**config.mk**
```make
export PLATFORM = sky130hd
export DESIGN_NAME = sar_sequencer
export DESIGN_NICKNAME = d
export VERILOG_FILES = /design/src/rtl/sar_seq_pkg.sv /design/src/rtl/sar_seq_sync.sv /design/src/rtl/sar_seq_ctrl.sv /design/src/rtl/sar_seq_trials.sv /design/src/rtl/sar_sequencer.sv
export SDC_FILE = /design/constraint.sdc
export NUM_CORES = 1
export LEC_CHECK = 0
export ABC_AREA = 0
export BUFFER_PORTS_ARGS = -buffer_cell sky130_fd_sc_hd__buf_2
export CORE_ASPECT_RATIO = 1.25
export CORE_MARGIN = 2
export CORE_UTILIZATION = 30
export CTS_CLUSTER_SIZE = 30
export DETAILED_ROUTE_END_ITERATION = 7
export PLACE_DENSITY_LB_ADDON = 0.15
export SLEW_MARGIN = 20
export SYNTH_ARGS = -nofsm -noshare
export SYNTH_HDL_FRONTEND = slang
export SYNTH_SLANG_ARGS = --single-unit
```
**constraint.sdc**
```tcl
create_clock -name clk -period 1.4 [get_ports clk]
set_input_delay 0 -clock clk [delete_from_list [all_inputs] [get_ports clk]]
set_output_delay 0 -clock clk [all_outputs]
set_load 0.005 [all_outputs]
```
**src/rtl/sar_seq_pkg.sv**
```systemverilog
package sar_seq_pkg;
  typedef enum logic [1:0] {
    PH_IDLE   = 2'd0,
    PH_SAMPLE = 2'd1,
    PH_CONV   = 2'd2,
    PH_LATCH  = 2'd3
  } phase_t;
endpackage

```
**src/rtl/sar_seq_sync.sv**
```systemverilog
module sar_seq_sync #(
  parameter int N = 2,
  parameter logic [N-1:0] RST_VAL = '0
) (
  input  logic         clk,
  input  logic         rst_n,
  input  logic [N-1:0] d_i,
  output logic [N-1:0] cur_o,
  output logic [N-1:0] prev_o
);
  logic [N-1:0] meta_q, sync_q, last_q;

  always_ff @(posedge clk or negedge rst_n) begin
    if (!rst_n) begin
      meta_q <= RST_VAL;
      sync_q <= RST_VAL;
      last_q <= RST_VAL;
    end else begin
      meta_q <= d_i;
      sync_q <= meta_q;
      last_q <= sync_q;
    end
  end

  assign cur_o  = sync_q;
  assign prev_o = last_q;
endmodule

```
**src/rtl/sar_seq_ctrl.sv**
```systemverilog
module sar_seq_ctrl
  import sar_seq_pkg::*;
#(
  parameter int MIN_SAMPLE = 4
) (
  input  logic   clk,
  input  logic   rst_n,
  input  logic   cv_lvl,
  input  logic   cs_low,
  input  logic   cv_rise,
  input  logic   cv_fall,
  input  logic   cs_fall,
  input  logic   last_trial,
  output phase_t phase,
  output logic   samp_evt,
  output logic   conv_evt,
  output logic   step_en,
  output logic   latch_evt,
  output logic   abort_evt
);
  localparam int CW = $clog2(MIN_SAMPLE + 1);
  localparam logic [CW-1:0] CNT_DONE = CW'(MIN_SAMPLE - 1);

  phase_t        nxt;
  logic [CW-1:0] cnt;
  logic          pend;
  logic          samp_req, conv_req, in_busy;

  always_comb begin
    samp_req  = (cv_rise & cs_low) | (cs_fall & cv_lvl);
    conv_req  = (cv_fall & cs_low) | (cs_fall & ~cv_lvl);
    in_busy   = (phase == PH_CONV) || (phase == PH_LATCH);
    abort_evt = in_busy & cs_fall & cv_lvl;
    samp_evt  = 1'b0;
    conv_evt  = 1'b0;
    latch_evt = 1'b0;
    step_en   = 1'b0;
    nxt       = phase;
    unique case (phase)
      PH_IDLE: if (samp_req) begin
        nxt      = PH_SAMPLE;
        samp_evt = 1'b1;
      end
      PH_SAMPLE: if ((conv_req | pend) && (cnt == CNT_DONE)) begin
        nxt      = PH_CONV;
        conv_evt = 1'b1;
      end
      PH_CONV: if (abort_evt) nxt = PH_IDLE;
      else begin
        step_en = 1'b1;
        if (last_trial) nxt = PH_LATCH;
      end
      PH_LATCH: if (abort_evt) nxt = PH_IDLE;
      else begin
        latch_evt = 1'b1;
        if (cs_low & cv_lvl) begin
          nxt      = PH_SAMPLE;
          samp_evt = 1'b1;
        end else nxt = PH_IDLE;
      end
      default: nxt = PH_IDLE;
    endcase
  end

  always_ff @(posedge clk or negedge rst_n) begin
    if (!rst_n) begin
      phase <= PH_IDLE;
      cnt   <= '0;
      pend  <= 1'b0;
    end else begin
      phase <= nxt;
      if (samp_evt) begin
        cnt  <= '0;
        pend <= 1'b0;
      end else if (phase == PH_SAMPLE) begin
        if (cnt != CNT_DONE) cnt <= cnt + 1'b1;
        if (conv_req) pend <= 1'b1;
      end
    end
  end
endmodule

```
**src/rtl/sar_seq_trials.sv**
```systemverilog
module sar_seq_trials #(
  parameter int WIDTH = 12
) (
  input  logic             clk,
  input  logic             rst_n,
  input  logic             load_i,
  input  logic             step_i,
  input  logic             cmp_ge_i,
  output logic             last_o,
  output logic [WIDTH-1:0] trial_o,
  output logic [WIDTH-1:0] acc_o
);
  localparam logic [WIDTH-1:0] TOP_BIT = {1'b1, {(WIDTH-1){1'b0}}};

  function automatic logic [WIDTH-1:0] keep_bit(input logic [WIDTH-1:0] acc,
                                                input logic [WIDTH-1:0] mask,
                                                input logic ge);
    return ge ? (acc | mask) : acc;
  endfunction

  logic [WIDTH-1:0] acc_q, mask_q;

  always_ff @(posedge clk or negedge rst_n) begin
    if (!rst_n) begin
      acc_q  <= '0;
      mask_q <= '0;
    end else if (load_i) begin
      acc_q  <= '0;
      mask_q <= TOP_BIT;
    end else if (step_i) begin
      acc_q  <= keep_bit(acc_q, mask_q, cmp_ge_i);
      mask_q <= mask_q >> 1;
    end
  end

  assign trial_o = acc_q | mask_q;
  assign last_o  = mask_q[0];
  assign acc_o   = acc_q;
endmodule

```
**src/rtl/sar_sequencer.sv**
```systemverilog
module sar_sequencer
  import sar_seq_pkg::*;
#(
  parameter int               WIDTH      = 12,
  parameter int               MIN_SAMPLE = 4,
  parameter logic [WIDTH-1:0] ABORT_CODE = 12'hFE0
) (
  input  logic             clk,
  input  logic             rst_n,
  input  logic             conv_start_i,
  input  logic             cs_n_i,
  input  logic             cmp_ge_i,
  output logic [WIDTH-1:0] trial_o,
  output logic             busy_o,
  output logic             sampling_o,
  output logic [WIDTH-1:0] result_o
);
  logic [1:0] pin_cur, pin_prev;
  logic       cv_lvl, cs_low, cv_rise, cv_fall, cs_fall;
  phase_t     phase;
  logic       samp_evt, conv_evt, step_en, latch_evt, abort_evt, last_trial;
  logic [WIDTH-1:0] acc;

  // bit 1: chip select (idle high), bit 0: conversion start (idle low)
  sar_seq_sync #(.N(2), .RST_VAL(2'b10)) u_sync (
    .clk(clk), .rst_n(rst_n), .d_i({cs_n_i, conv_start_i}),
    .cur_o(pin_cur), .prev_o(pin_prev)
  );

  assign cv_lvl  = pin_cur[0];
  assign cs_low  = ~pin_cur[1];
  assign cv_rise = pin_cur[0] & ~pin_prev[0];
  assign cv_fall = ~pin_cur[0] & pin_prev[0];
  assign cs_fall = ~pin_cur[1] & pin_prev[1];

  sar_seq_ctrl #(.MIN_SAMPLE(MIN_SAMPLE)) u_ctrl (
    .clk(clk), .rst_n(rst_n), .cv_lvl(cv_lvl), .cs_low(cs_low),
    .cv_rise(cv_rise), .cv_fall(cv_fall), .cs_fall(cs_fall),
    .last_trial(last_trial), .phase(phase), .samp_evt(samp_evt),
    .conv_evt(conv_evt), .step_en(step_en), .latch_evt(latch_evt),
    .abort_evt(abort_evt)
  );

  sar_seq_trials #(.WIDTH(WIDTH)) u_trials (
    .clk(clk), .rst_n(rst_n), .load_i(conv_evt), .step_i(step_en),
    .cmp_ge_i(cmp_ge_i), .last_o(last_trial), .trial_o(trial_o), .acc_o(acc)
  );

  always_ff @(posedge clk or negedge rst_n) begin
    if (!rst_n)         result_o <= '0;
    else if (abort_evt) result_o <= ABORT_CODE;
    else if (latch_evt) result_o <= acc;
  end

  assign busy_o     = (phase == PH_CONV) || (phase == PH_LATCH);
  assign sampling_o = (phase == PH_SAMPLE);
endmodule

```
==> After elaboration in Yosys (flattened, before gate mapping) <==
Cells that the tools add are included.
Widths: inputs -> output; s select.
{ "word_totals": {"reg_bits": 48, "wordCells": 77, "output_inout_bits": 26} }
{ "classes": {"add_sub_neg": 1, "reduce_logical": 13, "mux": 29, "n_eq_ne": 8, "bitwise_logic": 17} }
{ "ops": {"columns": ["cell", "count"], "rows": [
  ["$mux 12", 7],
  ["$mux 1", 12],
  ["$or 12x12->12", 1],
  ["$reduce_bool 2->1", 6],
  ["$and 1x1->1", 10],
  ["$mux 2", 5],
  ["$mux 3", 3],
  ["$pmux 2 s4", 1],
  ["$ne 3x2->1 const B", 2],
  ["$reduce_and 2->1", 3],
  ["$eq 2x2->1 const B", 2],
  ["$ne 2x1->1 const B", 2],
  ["$add 3x1->3 const B", 1],
  ["$eq 3x2->1 const B", 1],
  ["$not 1->1", 3],
  ["$or 1x1->1", 3],
  ["$reduce_and 3->1", 1],
  ["$eq 2x1->1 const B", 1],
  ["$logic_not 2->1", 1],
  ["$pmux 1 s2", 1],
  ["$logic_and 1x1->1", 1],
  ["$logic_or 1x1->1", 1]
]} }

==> Depth between registers and ports, before layout <==
{ "depth": {"depth_word": 10, "mapped_depth": 6} }

==> By module <==
Synthesis repeated with hierarchy kept, for this count alone.
{ "unflattened": {"hier_cells": 191, "hier_area_um2": 2199.6} }
{ "by_module_without_submodules": {"columns": ["mod", "cells_each", "instances", "area_per_inst_um2", "seq_area_each_um2"], "rows": [
  ["sar_seq_trials", 90, 1, 1027.2, 600.6],
  ["sar_sequencer", 45, 1, 538.0, 300.3],
  ["sar_seq_ctrl", 50, 1, 480.5, 150.1],
  ["sar_seq_sync", 6, 1, 153.9, 153.9]
]} }

==> Least setup slack after synthesis <==
OpenSTA, ideal clock, no wires.
{ "synth_timing": {"path_kind": "flip-flop to flip-flop", "startpoint": "reg u_ctrl.phase[0]", "endpoint": "reg u_ctrl.cnt[2]", "n_path_buf": 1, "slack_ns": -0.038, "path_stages_with_launch": 7, "setup_time_ns": 0.141, "period_less_slack_ns": 1.438, "arrival_ns": 1.297, "cell_sequence": "dfrtp_1 -> ha_1 -> buf_2 -> nor2b_1 -> a21oi_1 -> nor3_1 -> a211oi_1"} }
{ "synth_via": {"elab_chain_cells": 8} }
{ "synth_lines": {"columns": ["element", "line", "rtl"], "rows": [
  ["start, declared", "sar_seq_ctrl.sv:14", "output phase_t phase,"],
  ["start signal, assigned", "sar_seq_ctrl.sv:71", "phase <= nxt;"],
  ["$eq 2x2->1 (on tied branches)", "sar_seq_ctrl.sv:32, sar_seq_ctrl.sv:39", null],
  ["$logic_or 1x1->1", "sar_seq_ctrl.sv:32", "in_busy = (phase == PH_CONV) || (phase == PH_LATCH);"],
  ["$and 1x1->1 (2 in series)", "sar_seq_ctrl.sv:33", "abort_evt = in_busy & cs_fall & cv_lvl;"],
  ["$mux 1", "sar_seq_ctrl.sv:53", "PH_LATCH: if (abort_evt) nxt = PH_IDLE;"],
  ["$pmux 1 s2", "sar_seq_ctrl.sv:39", "unique case (phase)"],
  ["$reduce_bool 2->1 (no source line)", null, null],
  ["$reduce_and 2->1 (no source line)", null, null],
  ["end signal, assigned", "sar_seq_ctrl.sv:76", "if (cnt != CNT_DONE) cnt <= cnt + 1'b1;"],
  ["end, declared", "sar_seq_ctrl.sv:25", "logic [CW-1:0] cnt;"]
]} }
Parallel ways exist; a longest one is shown, timed or not.
A chain may end at the register's enable or synchronous reset.

==> Worst setup path in the final report <==
{ "layout_timing": {"startpoint": "reg u_sync.last_q[1], in the netlist u_sync.prev_o[1]", "endpoint": "reg u_ctrl.phase[1]"} }
{ "layout_via": {"elab_chain_cells": 7} }
{ "layout_lines": {"columns": ["element", "line", "rtl"], "rows": [
  ["start, declared", "sar_seq_sync.sv:11", "logic [N-1:0] meta_q, sync_q, last_q;"],
  ["start signal, assigned", "sar_seq_sync.sv:21", "last_q <= sync_q;"],
  ["$and 1x1->1 *", "sar_sequencer.sv:34", "assign cs_fall = ~pin_cur[1] & pin_prev[1];"],
  ["$and 1x1->1", "sar_seq_ctrl.sv:31", "conv_req = (cv_fall & cs_low) | (cs_fall & ~cv_lvl);"],
  ["$or 1x1->1", "sar_seq_ctrl.sv:31", null],
  ["$or 1x1->1", "sar_seq_ctrl.sv:44", "PH_SAMPLE: if ((conv_req | pend) && (cnt == CNT_DONE)) begin"],
  ["$logic_and 1x1->1", "sar_seq_ctrl.sv:44", null],
  ["$ne 2x1->1 (no source line)", null, null],
  ["$reduce_and 3->1 (no source line)", null, null]
]} }
Mark *: on every way between the ends. The rest lies on a longest branch, timed or not.

==> flow_metrics.tcl <==
set metrics [dict create \
    end_kind "flop" \
    port_buffers 30 \
    irDropWorstVdd_v 0.000789 \
    via_per_inst 4.54 \
    grt_antenna_before_repair 0 \
    tightest_slew_ps 448 \
    gr-total-overflow 0 \
    pre_cts_ws_ps -54.1 \
    timing.rr.end "u_ctrl.phase[1]" \
    dr.pass1.iters 4 \
    reg2regPathDepth 4 \
    yosys_register_bits 48 \
    cts_tree "done" \
    crit_end "u_ctrl.phase[1]" \
    synth-edff-count 0 \
    start_util_pct 30.8 \
    dieWidth_um 79.4 \
    drt-wirelength-per-cell_um 14.2 \
    clock_sinks 48 \
    hp-class "in2async" \
    wl_met3_um 185 \
    fin_crit_ps 1440 \
    fin_nets 266 \
    ctsRootBufferMaster "clkbuf_8" \
    cts-htree-levels 2 \
    synthCells 202 \
    nFillCells 695 \
    final_antenna_net_count 0 \
    fin_skew_ps 6.59 \
    synthTopCellsByCount "dfrtp_1 (45), nand2_1 (37), a21oi_1 (16), nor2_1 (15), or2_2 (13)" \
    max_stage_delay_ps 620 \
    yosysWarnings 0 \
    yosysTopAreaCell "dfrtp_1" \
    startpoint "u_sync.prev_o[1]" \
    grt_max_degree 31 \
    post-dp-hpwl_um 3150 \
    utilization_pct 40.9 \
    synth_top_area_share_pct 52.8 \
    dieArea_mm2 0.00781 \
    clockBufferDepth 2 \
    p_switching_mw 1.82 \
    crit_chain "nor2_4, o311ai_4, nand4_1, o2bb2ai_1" \
    track_usage_pct 13.0 \
    start_kind "flop" \
    status "finished with violations" \
    power_frac_seq_pct 38.6 \
    die_y_um 98.3 \
    core_mm2 0.00693 \
    layout_setup_ws_ps -39.8 \
    wl_met1_um 2320 \
    grt_pass1_wl_um 7870 \
    p_leak_nw 1.41 \
    top_layer_used "met4" \
    hold_violations 0 \
    multiInputGateArea_um2 995 \
    drt_iter0_drc 114 \
    routed-wl-met2_um 2320 \
    regArea_mm2 0.00121 \
    yosys_most_used_dff "dfrtp_1" \
    path_delay_family "flip-flops" \
    cp_slowest_cell "dfstp_2" \
    drc 0 \
    timing.setup.tns_ps -71.5 \
    synth_area_mm2 0.00213 \
    power_per_cell_area_mw_per_mm2 1870 \
    gp_congestion 0.730 \
    fmax_ghz 0.695 \
    routed_wl_um 4900 \
    ys_seq_area_share_pct 56.4 \
    max-slew-margin-rel_pct 70.2 \
    finalCritPeriodShare_pct 103 \
    path_class "reg2reg" \
    path_clk_slew_ps 90 \
    clkPwrFrac_pct 19.1 \
    async_flop_share_pct 100 \
    cts_inserted_buffers 5 \
    rsz0062_at_grt "true" \
    clk_latency_ps 310 \
    synth_nets 214 \
    drive_gt1_share_pct 42.4 \
    synth.distinct_cells 36 \
    finalPower_mw 5.29 \
    worst_ep_arrival_time_ps 1630 \
    drv_cap 0 \
    finalMaxSlewViolations 0 \
    swShare_pct 34.5 \
    setup_viol 2 \
    p_int_mw 3.46 \
    vias 1566 \
    reg2reg_from "u_sync.prev_o[1]" \
    path_depth 4 \
    grt_pass1_vias 1545 \
    synth_most_common_cell "dfrtp_1" \
    rows 34 \
    area_delta_synth_final_pct 32.8 \
    syn_area_per_cell_um2 10.6 \
    num_antenna_cells 0 \
    p_comb_share_pct 42.2 \
    r2r_setup_slack_ps -40 \
    pin_count 31 \
    path_max_fanout 5 \
    cp_num_buf_inv 0 \
    violations "negative setup slack" \
    required_ps 1590 \
    synthTopCellsByArea "dfrtp_1 (53%), nand2_1 (6.5%), a21oi_2 (4.1%), ha_1 (4.1%), or2_2 (3.8%)" \
]
-- how the worst min path moves through the flow --
stage | start | end | cells after the start
after global placement | rst_n | u_sync.prev_o[0] | 1
final | rst_n | u_sync.prev_o[0] | 2
after global routing | rst_n | u_sync.prev_o[0] | 2
after detailed placement | rst_n | u_sync.prev_o[0] | 1
after CTS | rst_n | u_sync.prev_o[0] | 2
after floorplan | rst_n | result_o[0] | 0
-- layer usage --
layer / up-vias / global-route usage (%)
li1: 782 / -
met1: 750 / 17.9
met2: 28 / 19.8
met3: 6 / 3.23
met4: 0 / 4.77
met5: - / 0
-- placed cells by master, fill, tap and decap left out, types with 2 or more instances in the layout --
cell	synthesis	final
inv_1	5	3
clkbuf_8	0	5
o21ai_0	5	5
dfstp_2	3	3
ha_1	7	2
nor2b_2	0	2
or2_2	13	12
mux2i_1	7	7
a21oi_2	10	11
and3_4	1	2
nor2_1	15	15
buf_2	4	29
ha_2	0	2
buf_6	1	2
nand2b_4	0	2
buf_4	1	12
nand4_1	3	3
nand3_1	5	5
dfrtp_2	0	2
ha_4	0	3
buf_12	0	4
inv_2	0	2
dfrtp_1	45	43
nand2_1	37	37
nand2b_1	4	2
dlygate4sd3_1	0	3
a21oi_1	16	15
-- metrics by stage --
stage	hold slack, ps	instances	instance area (um^2)
2_1_floorplan	-296	202	2150
3_3_place_gp	-19.9	328	2510
3_5_place_dp	-26.8	328	2510
4_1_cts	190	341	2720
5_1_grt	216	345	2830
6_report	181	345	2830
-- area by class of cell --
cell class,count,share of cell area (%)
tap,90,3.97
clock inverter,2,1.24
clock buffer,6,2.56
timing repair buffer,51,13.9
sequential,48,42.6
multi-input combinational,143,35.1
inverter,5,0.662
-- power by group through the flow --
stage / Sequential (mW) / Clock, mW / Combinational (mW)
finish: 2.04 / 1.01 / 2.23
global route: 2.11 / 1.12 / 2.49
CTS: 2.03 / 1.04 / 2.05
detailed placement: 2.05 / 0 / 1.88
global placement: 2.05 / 0 / 1.86
floorplan: 1.99 / 0 / 1.14
-- kinds of logic after synthesis --
group	share of synthesized area [%]
AND/OR/NAND/NOR	20.5
flip-flops	56.4
AO/OA/AOI/OAI	12.4
buffers and inverters	2.87
multiplexers	3.28
adder cells (fa/ha/maj)	4.10
XOR/XNOR	0.410
-- repair_timing --
| item | 4_1_cts | 5_1_grt |
|---|---|---|
| hold buffers | 3 | 0 |
| resized for setup | 13 | 13 |
| hold endpoints to repair | 20 | 0 |
| endpoints found under the setup margin | 36 | 34 |
| cloned | 0 | 2 |
| buffers inserted | 2 | 2 |
| pin swaps | 1 | 8 |
-- state kept, by name (all words and copies together) (netlist names) --
| register | count |
|---|---|
| u_ctrl.phase | 2 |
| u_ctrl.cnt | 3 |
| result_o | 12 |
| u_sync.meta_q | 2 |
| u_sync.cur_o | 2 |
| u_ctrl.pend | 1 |
| u_sync.prev_o | 2 |
| u_trials.acc_o | 12 |
| u_trials.mask_q | 12 |
(Power assumes the default switching activity.)
